===== src/rtl/ies_pkg.sv =====
package ies_pkg;

   typedef enum logic [1:0] {
      ST_IDLE = 2'd0,
      ST_VEC  = 2'd1,
      ST_PUSH = 2'd2,
      ST_FIN  = 2'd3
   } ies_state_e;

   typedef enum logic [2:0] {
      SRC_GPR,
      SRC_FP,
      SRC_SP,
      SRC_PC,
      SRC_DETAIL,
      SRC_FLAGS
   } ies_src_e;

   // Slot numbering starts at 1; general registers fill the first ngen slots.
   function automatic ies_src_e slot_source(input int unsigned slot, input int unsigned ngen);
      if (slot <= ngen)          return SRC_GPR;
      else if (slot == ngen + 1) return SRC_FP;
      else if (slot == ngen + 2) return SRC_SP;
      else if (slot == ngen + 3) return SRC_PC;
      else if (slot == ngen + 4) return SRC_DETAIL;
      else                       return SRC_FLAGS;
   endfunction

endpackage


===== src/rtl/ies_ctrl.sv =====
module ies_ctrl
   import ies_pkg::*;
#(
   parameter int FRAME = 17,
   parameter int CW    = $clog2(FRAME + 1)
) (
   input  logic             clk,
   input  logic             rst_n,
   input  logic             req_i,
   input  logic             base_zero_i,
   output ies_state_e       state_o,
   output logic [CW-1:0]    slot_o,
   output logic             accept_o,
   output logic             halt_o,
   output logic             done_o
);

   generate
      if (FRAME < 2) begin : g_bad_frame
         $error("ies_ctrl: FRAME must be at least 2");
      end
   endgenerate

   ies_state_e    state_q;
   logic [CW-1:0] slot_q;
   logic          halt_q;

   assign accept_o = (state_q == ST_IDLE) && req_i && !base_zero_i && !halt_q;

   always_ff @(posedge clk or negedge rst_n) begin
      if (!rst_n) begin
         state_q <= ST_IDLE;
         slot_q  <= '0;
         halt_q  <= 1'b0;
      end else begin
         case (state_q)
            ST_IDLE: begin
               if (req_i && !halt_q && base_zero_i) halt_q  <= 1'b1;
               if (accept_o)                        state_q <= ST_VEC;
            end
            ST_VEC: begin
               state_q <= ST_PUSH;
               slot_q  <= CW'(1);
            end
            ST_PUSH: begin
               if (slot_q == CW'(FRAME)) begin
                  state_q <= ST_FIN;
                  slot_q  <= '0;
               end else begin
                  slot_q <= slot_q + CW'(1);
               end
            end
            default: state_q <= ST_IDLE;
         endcase
      end
   end

   assign state_o = state_q;
   assign slot_o  = slot_q;
   assign halt_o  = halt_q;
   assign done_o  = (state_q == ST_FIN);

   // completion strobe lasts one cycle
   a_r8_done_single: assert property (@(posedge clk) disable iff (!rst_n)
      done_o |=> !done_o);

   // halt only ever coexists with the idle state
   a_r2_halt_idle: assert property (@(posedge clk) disable iff (!rst_n)
      halt_o |-> (state_q == ST_IDLE));

   // no new sequence starts from the middle of a push
   a_r9_no_restart: assert property (@(posedge clk) disable iff (!rst_n)
      (state_q == ST_PUSH) |=> (state_q != ST_VEC));

endmodule


===== src/rtl/ies_frame.sv =====
module ies_frame
   import ies_pkg::*;
#(
   parameter int DATA_W = 32,
   parameter int RIDX_W = 4,
   parameter int NGEN   = 12,
   parameter int CW     = 5
) (
   input  logic [CW-1:0]     slot_i,
   input  logic [DATA_W-1:0] sp_base_i,
   input  logic [DATA_W-1:0] fp_i,
   input  logic [DATA_W-1:0] detail_i,
   input  logic [DATA_W-1:0] flags_i,
   input  logic [DATA_W-1:0] rf_rdata_i,
   output logic [RIDX_W-1:0] rf_raddr_o,
   output logic [DATA_W-1:0] addr_o,
   output logic [DATA_W-1:0] wdata_o
);

   localparam int NREG = 1 << RIDX_W;
   localparam logic [RIDX_W-1:0] PC_IDX = RIDX_W'(NREG - 1);

   generate
      if (NGEN + 3 > NREG) begin : g_bad_ngen
         $error("ies_frame: NGEN too large for register index width");
      end
      if (NGEN + 5 >= (1 << CW)) begin : g_bad_cw
         $error("ies_frame: slot counter too narrow");
      end
   endgenerate

   ies_src_e      src;
   logic [CW-1:0] gpr_idx;

   assign src     = slot_source(32'(slot_i), NGEN);
   assign gpr_idx = slot_i - CW'(1);
   assign addr_o  = sp_base_i - DATA_W'(slot_i);

   always_comb begin
      rf_raddr_o = '0;
      wdata_o    = '0;
      case (src)
         SRC_GPR: begin
            rf_raddr_o = RIDX_W'(gpr_idx);
            wdata_o    = rf_rdata_i;
         end
         SRC_FP:     wdata_o = fp_i;
         SRC_SP:     wdata_o = sp_base_i;
         SRC_PC: begin
            rf_raddr_o = PC_IDX;
            wdata_o    = rf_rdata_i;
         end
         SRC_DETAIL: wdata_o = detail_i;
         default:    wdata_o = flags_i;
      endcase
   end

endmodule


===== src/rtl/irq_entry_saver.sv =====
module irq_entry_saver
   import ies_pkg::*;
#(
   parameter int DATA_W  = 32,
   parameter int NUM_W   = 8,
   parameter int RIDX_W  = 4,
   parameter int NGEN    = 12,
   parameter int SYS_BIT = 3
) (
   input  logic              clk,
   input  logic              rst_n,
   input  logic              irq_req,
   input  logic [NUM_W-1:0]  irq_num,
   input  logic [DATA_W-1:0] irq_detail,
   input  logic [DATA_W-1:0] vec_base,
   input  logic [DATA_W-1:0] flags_cur,
   input  logic [DATA_W-1:0] sys_sp,
   input  logic [DATA_W-1:0] sys_fp,
   output logic [RIDX_W-1:0] rf_raddr,
   input  logic [DATA_W-1:0] rf_rdata,
   output logic              mem_re,
   output logic              mem_we,
   output logic [DATA_W-1:0] mem_addr,
   output logic [DATA_W-1:0] mem_wdata,
   input  logic [DATA_W-1:0] mem_rdata,
   output logic              flags_we,
   output logic [DATA_W-1:0] flags_wdata,
   output logic              pc_we,
   output logic [DATA_W-1:0] pc_wdata,
   output logic              sp_we,
   output logic [DATA_W-1:0] sp_wdata,
   output logic              busy,
   output logic              done,
   output logic              halt
);

   localparam int FRAME = NGEN + 5;
   localparam int CW    = $clog2(FRAME + 1);
   localparam logic [DATA_W-1:0] SYS_MASK = DATA_W'(1) << SYS_BIT;

   generate
      if (SYS_BIT >= DATA_W) begin : g_bad_sysbit
         $error("irq_entry_saver: SYS_BIT outside the flags word");
      end
      if (NUM_W > DATA_W) begin : g_bad_numw
         $error("irq_entry_saver: NUM_W wider than the data path");
      end
   endgenerate

   ies_state_e        state;
   logic [CW-1:0]     slot;
   logic              accept;
   logic [NUM_W-1:0]  num_q;
   logic [DATA_W-1:0] det_q, flg_q, sp_q, fp_q, base_q, pc_new_q;
   logic [DATA_W-1:0] push_addr, push_data;

   ies_ctrl #(.FRAME(FRAME), .CW(CW)) u_ctrl (
      .clk         (clk),
      .rst_n       (rst_n),
      .req_i       (irq_req),
      .base_zero_i (vec_base == '0),
      .state_o     (state),
      .slot_o      (slot),
      .accept_o    (accept),
      .halt_o      (halt),
      .done_o      (done)
   );

   ies_frame #(.DATA_W(DATA_W), .RIDX_W(RIDX_W), .NGEN(NGEN), .CW(CW)) u_frame (
      .slot_i     (slot),
      .sp_base_i  (sp_q),
      .fp_i       (fp_q),
      .detail_i   (det_q),
      .flags_i    (flg_q),
      .rf_rdata_i (rf_rdata),
      .rf_raddr_o (rf_raddr),
      .addr_o     (push_addr),
      .wdata_o    (push_data)
   );

   always_ff @(posedge clk or negedge rst_n) begin
      if (!rst_n) begin
         num_q    <= '0;
         det_q    <= '0;
         flg_q    <= '0;
         sp_q     <= '0;
         fp_q     <= '0;
         base_q   <= '0;
         pc_new_q <= '0;
      end else begin
         if (accept) begin
            num_q  <= irq_num;
            det_q  <= irq_detail;
            flg_q  <= flags_cur;
            sp_q   <= sys_sp;
            fp_q   <= sys_fp;
            base_q <= vec_base;
         end
         if (state == ST_PUSH && slot == CW'(1)) pc_new_q <= mem_rdata;
      end
   end

   assign mem_re      = (state == ST_VEC);
   assign mem_we      = (state == ST_PUSH);
   assign mem_addr    = mem_re ? (base_q + DATA_W'(num_q)) : (mem_we ? push_addr : '0);
   assign mem_wdata   = mem_we ? push_data : '0;
   assign flags_we    = (state == ST_VEC);
   assign flags_wdata = flg_q | SYS_MASK;
   assign pc_we       = done;
   assign pc_wdata    = pc_new_q;
   assign sp_we       = done;
   assign sp_wdata    = sp_q - DATA_W'(FRAME);
   assign busy        = (state != ST_IDLE);

   // single memory access per cycle
   a_r10_one_access: assert property (@(posedge clk) disable iff (!rst_n)
      !(mem_re && mem_we));

   // the write burst opens right after the vector read
   a_r10_read_first: assert property (@(posedge clk) disable iff (!rst_n)
      $rose(mem_we) |-> $past(mem_re));

   // consecutive frame writes step down by one word
   a_r5_addr_descends: assert property (@(posedge clk) disable iff (!rst_n)
      (mem_we && $past(mem_we)) |-> (mem_addr == $past(mem_addr) - DATA_W'(1)));

   // a halted block is silent
   a_r2_halt_quiet: assert property (@(posedge clk) disable iff (!rst_n)
      halt |-> (!mem_re && !mem_we && !busy && !flags_we));

   // SP and PC updates come only with the completion strobe
   a_r8_update_with_done: assert property (@(posedge clk) disable iff (!rst_n)
      (sp_we || pc_we) |-> (done && sp_we && pc_we));

   // completion follows the last write
   a_r8_done_after_push: assert property (@(posedge clk) disable iff (!rst_n)
      done |-> $past(mem_we));

endmodule


===== config.mk =====
export PLATFORM = sky130hd
export DESIGN_NAME = irq_entry_saver
export DESIGN_NICKNAME = d
export VERILOG_FILES = /design/src/rtl/ies_pkg.sv /design/src/rtl/ies_ctrl.sv /design/src/rtl/ies_frame.sv /design/src/rtl/irq_entry_saver.sv
export SDC_FILE = /design/constraint.sdc
export NUM_CORES = 1
export LEC_CHECK = 0
export ABC_AREA = 1
export CAP_MARGIN = 30
export CORE_AREA = 4 4 125 247
export CTS_CLUSTER_DIAMETER = 200
export CTS_CLUSTER_SIZE = 14
export DETAILED_ROUTE_END_ITERATION = 8
export DIE_AREA = 0 0 129 251
export GPL_ROUTABILITY_DRIVEN = 0
export PLACE_DENSITY_LB_ADDON = 0.25
export SLEW_MARGIN = 40
export SYNTH_ARGS = -nofsm -noshare
export SYNTH_HDL_FRONTEND = slang
export SYNTH_SLANG_ARGS = --single-unit

===== constraint.sdc =====
create_clock -name clk -period 7.6 [get_ports clk]
set_input_delay 1.52 -clock clk [delete_from_list [all_inputs] [get_ports clk]]
set_output_delay 1.52 -clock clk [all_outputs]
set_load 0.02 [all_outputs]

# After elaboration in Yosys (flattened, before gate mapping)
# Cells that the tools add are included.
dict set report totals {
  regBits 208
  input_bits 235
  out_inout_bits 172
}
dict set report op_classes {
  addsub 5
  n_lt_le_gt_ge 1
  eq_ne 15
  muxes 15
  reduce_logical 16
}
# op count
set ops {}
lappend ops {{$pmux 32 s4} 1}
lappend ops {{$mux 32} 3}
lappend ops {{$add 32x8->32} 1}
lappend ops {{$logic_not 32->1} 1}
lappend ops {{$sub 32x5->32} 1}
lappend ops {{$sub 32x5->32 const B} 1}
lappend ops {{$eq 5x4->1 const B} 3}
lappend ops {{$mux 3} 4}
lappend ops {{$eq 5x5->1 const B} 2}
lappend ops {{$pmux 5 s2} 1}
lappend ops {{$pmux 4 s2} 1}
lappend ops {{$eq 3x2->1 const B} 2}
lappend ops {{$logic_and 1x1->1} 6}
lappend ops {{$pmux 2 s3} 1}
lappend ops {{$add 5x1->5 const B} 1}
lappend ops {{$eq 5x1->1 const B} 1}
lappend ops {{$le 5x4->1 const B} 1}
lappend ops {{$mux 5} 1}
lappend ops {{$eq 2x2->1 const B} 2}
lappend ops {{$mux 2} 2}
lappend ops {{$reduce_and 2->1} 2}
lappend ops {{$reduce_bool 2->1} 2}
lappend ops {{$sub 4x1->4 const B} 1}
lappend ops {{$eq 3x1->1 const B} 1}
lappend ops {{other kinds (9)} 10}

# Longest topological paths before layout
dict set report logic_depth {
  ltp_word 10
  depth_mapped 13
  ltp_nobuf 13
}

# Cells and area by module
# From an unflattened synthesis, not the netlist that was laid out.
dict set report unflattened {
  cells_unflattened 1679
  area_unflattened_um2 13379.1
}
# mod instances cells_per_inst area_each_um2 seq_area_each_um2
set modules_own_cells {}
lappend modules_own_cells {irq_entry_saver 1 1078 10192.3 5004.8}
lappend modules_own_cells {ies_frame 1 539 2686.3 0.0}
lappend modules_own_cells {ies_ctrl 1 62 500.5 200.2}

# Worst setup path after synthesis
# OpenSTA, ideal clock, no wires.
dict set report synth_path {
  kind {register to output}
  startpoint {reg sp_q[0]}
  endpoint {out mem_addr[8]}
  arrival_time_ns 2.168
  required_time_ns 6.080
  path_slack_ns 3.912
  stages_incl_launch_ff 12
  n_path_buf 0
  path_cell_list {dfrtp_1 -> inv_1 -> ha_1 -> inv_1 -> fa_1 -> nand2_1 -> o21ai_0 -> nand2_1 -> nand2_1 -> inv_1 -> o21ai_0 -> o21ai_0}
}
dict set report synth_via {
  elab_chain_cells 3
}
# element line_no
set synth_lines {}
lappend synth_lines {{from (decl)} irq_entry_saver.sv:54} ;# logic [DATA_W-1:0] det_q, flg_q, sp_q, fp_q, base_q, pc_new_q;
lappend synth_lines {{from (signal assigned)} irq_entry_saver.sv:95} ;# sp_q <= sys_sp;
lappend synth_lines {{$sub 32x5->32} ies_frame.sv:37} ;# assign addr_o = sp_base_i - DATA_W'(slot_i);
lappend synth_lines {{$mux 32 (2 in series)} irq_entry_saver.sv:105} ;# assign mem_addr = mem_re ? (base_q + DATA_W'(num_q)) : (mem_we ? push_addr : '0);
lappend synth_lines {{to (decl)} irq_entry_saver.sv:23} ;# output logic [DATA_W-1:0] mem_addr,
# Every way passes these cells.

# Worst setup path in the final report
dict set report layout_path {
  startpoint {reg u_ctrl.slot_q[0] (netlist: u_ctrl.slot_o[0])}
  endpoint {out mem_wdata[28]}
}
dict set report layout_via {
  elab_chain_cells 10
}
# element line_no
set layout_lines {}
lappend layout_lines {{from (decl)} ies_ctrl.sv:25} ;# logic [CW-1:0] slot_q;
lappend layout_lines {{from (signal assigned)} ies_ctrl.sv:50} ;# slot_q <= slot_q + CW'(1);
lappend layout_lines {{$eq 5x5->1} ies_pkg.sv:25} ;# else if (slot == ngen + 4) return SRC_DETAIL;
lappend layout_lines {{$mux 1} ies_pkg.sv:25}
lappend layout_lines {{$mux 3} ies_pkg.sv:24} ;# else if (slot == ngen + 3) return SRC_PC;
lappend layout_lines {{$mux 3} ies_pkg.sv:23} ;# else if (slot == ngen + 2) return SRC_SP;
lappend layout_lines {{$mux 3} ies_pkg.sv:22} ;# else if (slot == ngen + 1) return SRC_FP;
lappend layout_lines {{$mux 3 (*)} ies_pkg.sv:21} ;# if (slot <= ngen) return SRC_GPR;
lappend layout_lines {{$eq 3x2->1 / $logic_not 3->1 (equally long branches)} ies_frame.sv:42} ;# case (src)
lappend layout_lines {{$reduce_or 2->1 (no line)} n/a}
lappend layout_lines {{$pmux 32 s4 (*)} ies_frame.sv:42}
lappend layout_lines {{$mux 32 (*)} irq_entry_saver.sv:106} ;# assign mem_wdata = mem_we ? push_data : '0;
lappend layout_lines {{to (decl)} irq_entry_saver.sv:24} ;# output logic [DATA_W-1:0] mem_wdata,
# Mark *: on every way between the ends. The rest lies on a longest branch, timed or not.

==> impl_metrics.yaml <==
critical_path:
  startpoint_type: "flip-flop"
  cp-end-kind: "output pin"
  critical_path_arrival_ns: 4.21
  crit_fanout: 42
  cp.required_ns: 6.08
  critical_path_class: "flip-flop to output pin"
run_status:
  outcome: "completed"
routing:
  drc_errors: 0
  dr.max_layer_used: "met5"
  routedWlPerCell_um: 20.6
  postRouteAntennaNets: 0
  first_pass_iters: 7
  wl_met3_um: 3940
  wl_met1_um: 17400
  wl_met2_um: 26800
  wl_um: 52400
  via_per_inst: 5.44
  via_count: 13800
  drtIter0Drc: 1042
floorplanning:
  core_area_um2: 28800
  die_y_um: 251
  ios: 407
  rows: 88
  start_util_pct: 44.9
  die-area_um2: 32400
  die_w_um: 129
pwr:
  ir_drop_mv: 0.302
  p_int_w: 0.00366
  power_frac_seq_pct: 30.7
  p_comb_share_pct: 56.8
  power_frac_clock_pct: 12.5
  swShare_pct: 46.9
  power.density_nw_per_um2: 393
  power.leakage_nw: 8.32
  p_sw_w: 0.00324
grt:
  grt_usage_pct: 32.0
  grt_max_degree: 120
  antenna_found_initial: 10
  grt_overflow: 0
  grt_pass1_wl_um: 79500
  first_global_vias: 14200
sta:
  hold_violations: 0
  finalClockSkew_ns: 0.0264
  slew_violations: 0
  fmax_mhz: 175
  rsz0062_at_grt: "false"
  max_slew_margin_pct: 55.4
  fin_ws_ns: 1.87
  tightest_slew_ns: 0.662
  finalCritPeriodShare_pct: 75.4
  setup_violations: 0
  final.setup.tns_ns: 0
  min_period_ns: 5.73
layout:
  final_cells: 2540
  area_growth_syn_to_layout_pct: 35.7
  fin_nets: 2435
  drive_above_1_share_pct: 3.82
clock_network:
  cts_tree: "built"
  ctsResizeCount: 0
  ctsLongestPathBuffers: 3
  insertion_delay_ns: 0.53
  postCtsSetupBuffers: 0
  h-tree-depth: 1
  cts_num_sinks: 208
  clk_pin_slew_ns: 0.07
  cts-root-buf: "clkbuf_16"
  cts_buffers: 18
  ctsHoldBuffers: 0
synth:
  syn_area_per_cell_um2: 7.03
  yosys-top-cells-count: "nand2_1 (505), nor2_1 (238), dfrtp_1 (208)"
  async_flop_share_pct: 100
  yosys_warnings: 0
  synth_seq_cells: 208
  yosysTopAreaCell: "dfrtp_1"
  ys_seq_area_share_pct: 40.2
  yosys-top-cells-area: "dfrtp_1 (40%), nand2_1 (15%), nand3_1 (7.5%)"
  synth_flop_cell: "dfrtp_1"
  ys_types: 35
  synth_enable_flop_cells: 0
  syn-cell-area_um2: 12900
  syn_inst: 1843
  yosysMostFrequentCell: "nand2_1"
  syn_nets: 2104
  synth_top_area_share_pct: 40.2
hold_path:
  hold_class: "flip-flop to flip-flop"
placement:
  dp_cells: 2513
  port_buffers: 405
  place_ws_ns: 2.16
  dp_hpwl_um: 41100
job:
  maxCapViolCount: 0
[cells in the final DEF (no fill, tap or decap), types with 5 or more instances in the layout]
master / instances
a21oi_1: 90
buf_4: 11
clkbuf_16: 19
clkdlybuf4s50_1: 404
dfrtp_1: 208
diode_2: 6
ha_1: 24
inv_1: 202
mux2_2: 32
nand2_1: 505
nand2_2: 5
nand3_1: 195
nand4_1: 15
nor2_1: 237
nor3_1: 18
o21ai_0: 108
o21ai_1: 11
o21bai_1: 16
xor2_1: 41
[metal layers]
layer	vias to the layer above	GRT usage [%]
met4	8	20.9
met2	732	56.5
met5	-	0
li1	6458	-
met1	6400	33.6
met3	230	6.49
[layout make-up]
cell class | instances | area [µm²]
inverter | 204 | 766
sequential | 208 | 5200
multi-input combinational | 1321 | 6400
timing repair buffer | 421 | 4240
antenna | 6 | 15.0
fill | 2600 | 11300
tap | 360 | 450
clock buffer | 20 | 489
[power groups by stage]
stage	sequential [W]	clock, W	combinational, W
final	0.00212	0.000866	0.00392
after global routing	0.00217	0.000921	0.00423
after CTS	0.00210	0.000880	0.00389
after detailed placement	0.00211	0	0.00387
after floorplan	0.00203	0	0.00224
after global placement	0.00210	0	0.00381
[cell families (layout without fill, tap and decap cells)]
| logic type | count (synthesis) | count (layout) | share of synthesized area, % |
|---|---|---|---|
| other | 1 | 7 | 0.0290 |
| XOR/XNOR | 45 | 45 | 3.04 |
| flip-flops | 208 | 208 | 40.2 |
| AO/OA/AOI/OAI | 232 | 232 | 9.43 |
| adder cells (fa/ha/maj) | 26 | 26 | 2.63 |
| AND/OR/NAND/NOR | 985 | 985 | 31.3 |
| multiplexers | 32 | 32 | 2.78 |
| buffers and inverters | 314 | 645 | 10.6 |
[state kept, by name, indices dropped and copies added, names as in the netlist]
name and cells:
base_q 32, det_q 32, flg_q 32, fp_q 32, num_q 8, pc_wdata 32
sp_q 32, u_ctrl.halt_o 1, u_ctrl.slot_o 5, u_ctrl.state_o 2
[final timing paths]
path / to / depth (start not counted) / slack, ns / from
worst max-delay path: mem_wdata[28] / 15 / 1.87 / u_ctrl.slot_o[0]
worst min-delay path: fp_q[21] / 2 / 0.48 / fp_q[21]
worst max register to register: det_q[13] / 8 / 5.09 / u_ctrl.state_o[0]
worst min register to register: fp_q[21] / 2 / 0.48 / fp_q[21]
max in group asynchronous: flg_q[24] / 3 / 5.40 / rst_n
min in group asynchronous: flg_q[2] / 1 / 0.94 / rst_n
[metrics by stage]
step / hold slack, ns / utilization (%) / total power (W) / cell area, µm²
detailed placement: 0.466 / 59.1 / 0.00598 / 17000
finish: 0.480 / 60.9 / 0.00690 / 17600
global placement: 0.463 / 59.0 / 0.00591 / 17000
global route: 0.501 / 60.9 / 0.00732 / 17600
floorplan: 0.449 / - / 0.00427 / 12900
CTS: 0.484 / 60.8 / 0.00686 / 17500
[worst max-delay path, stage by stage, from the launching register on]
cell and delay [ns]:
dfrtp_1 0.50, ha_1 0.22, inv_1 0.04, nor2_1 0.11
ha_1 0.23, inv_1 0.06, nand4_1 0.10, buf_4 0.34
nand2_2 0.33, inv_2 0.16, nand4_4 0.35, buf_12 0.33
nand3_1 0.10, nor2_1 0.05, nor2_1 0.08, clkdlybuf4s50_1 0.65
Power figures use the tool's default switching activity.
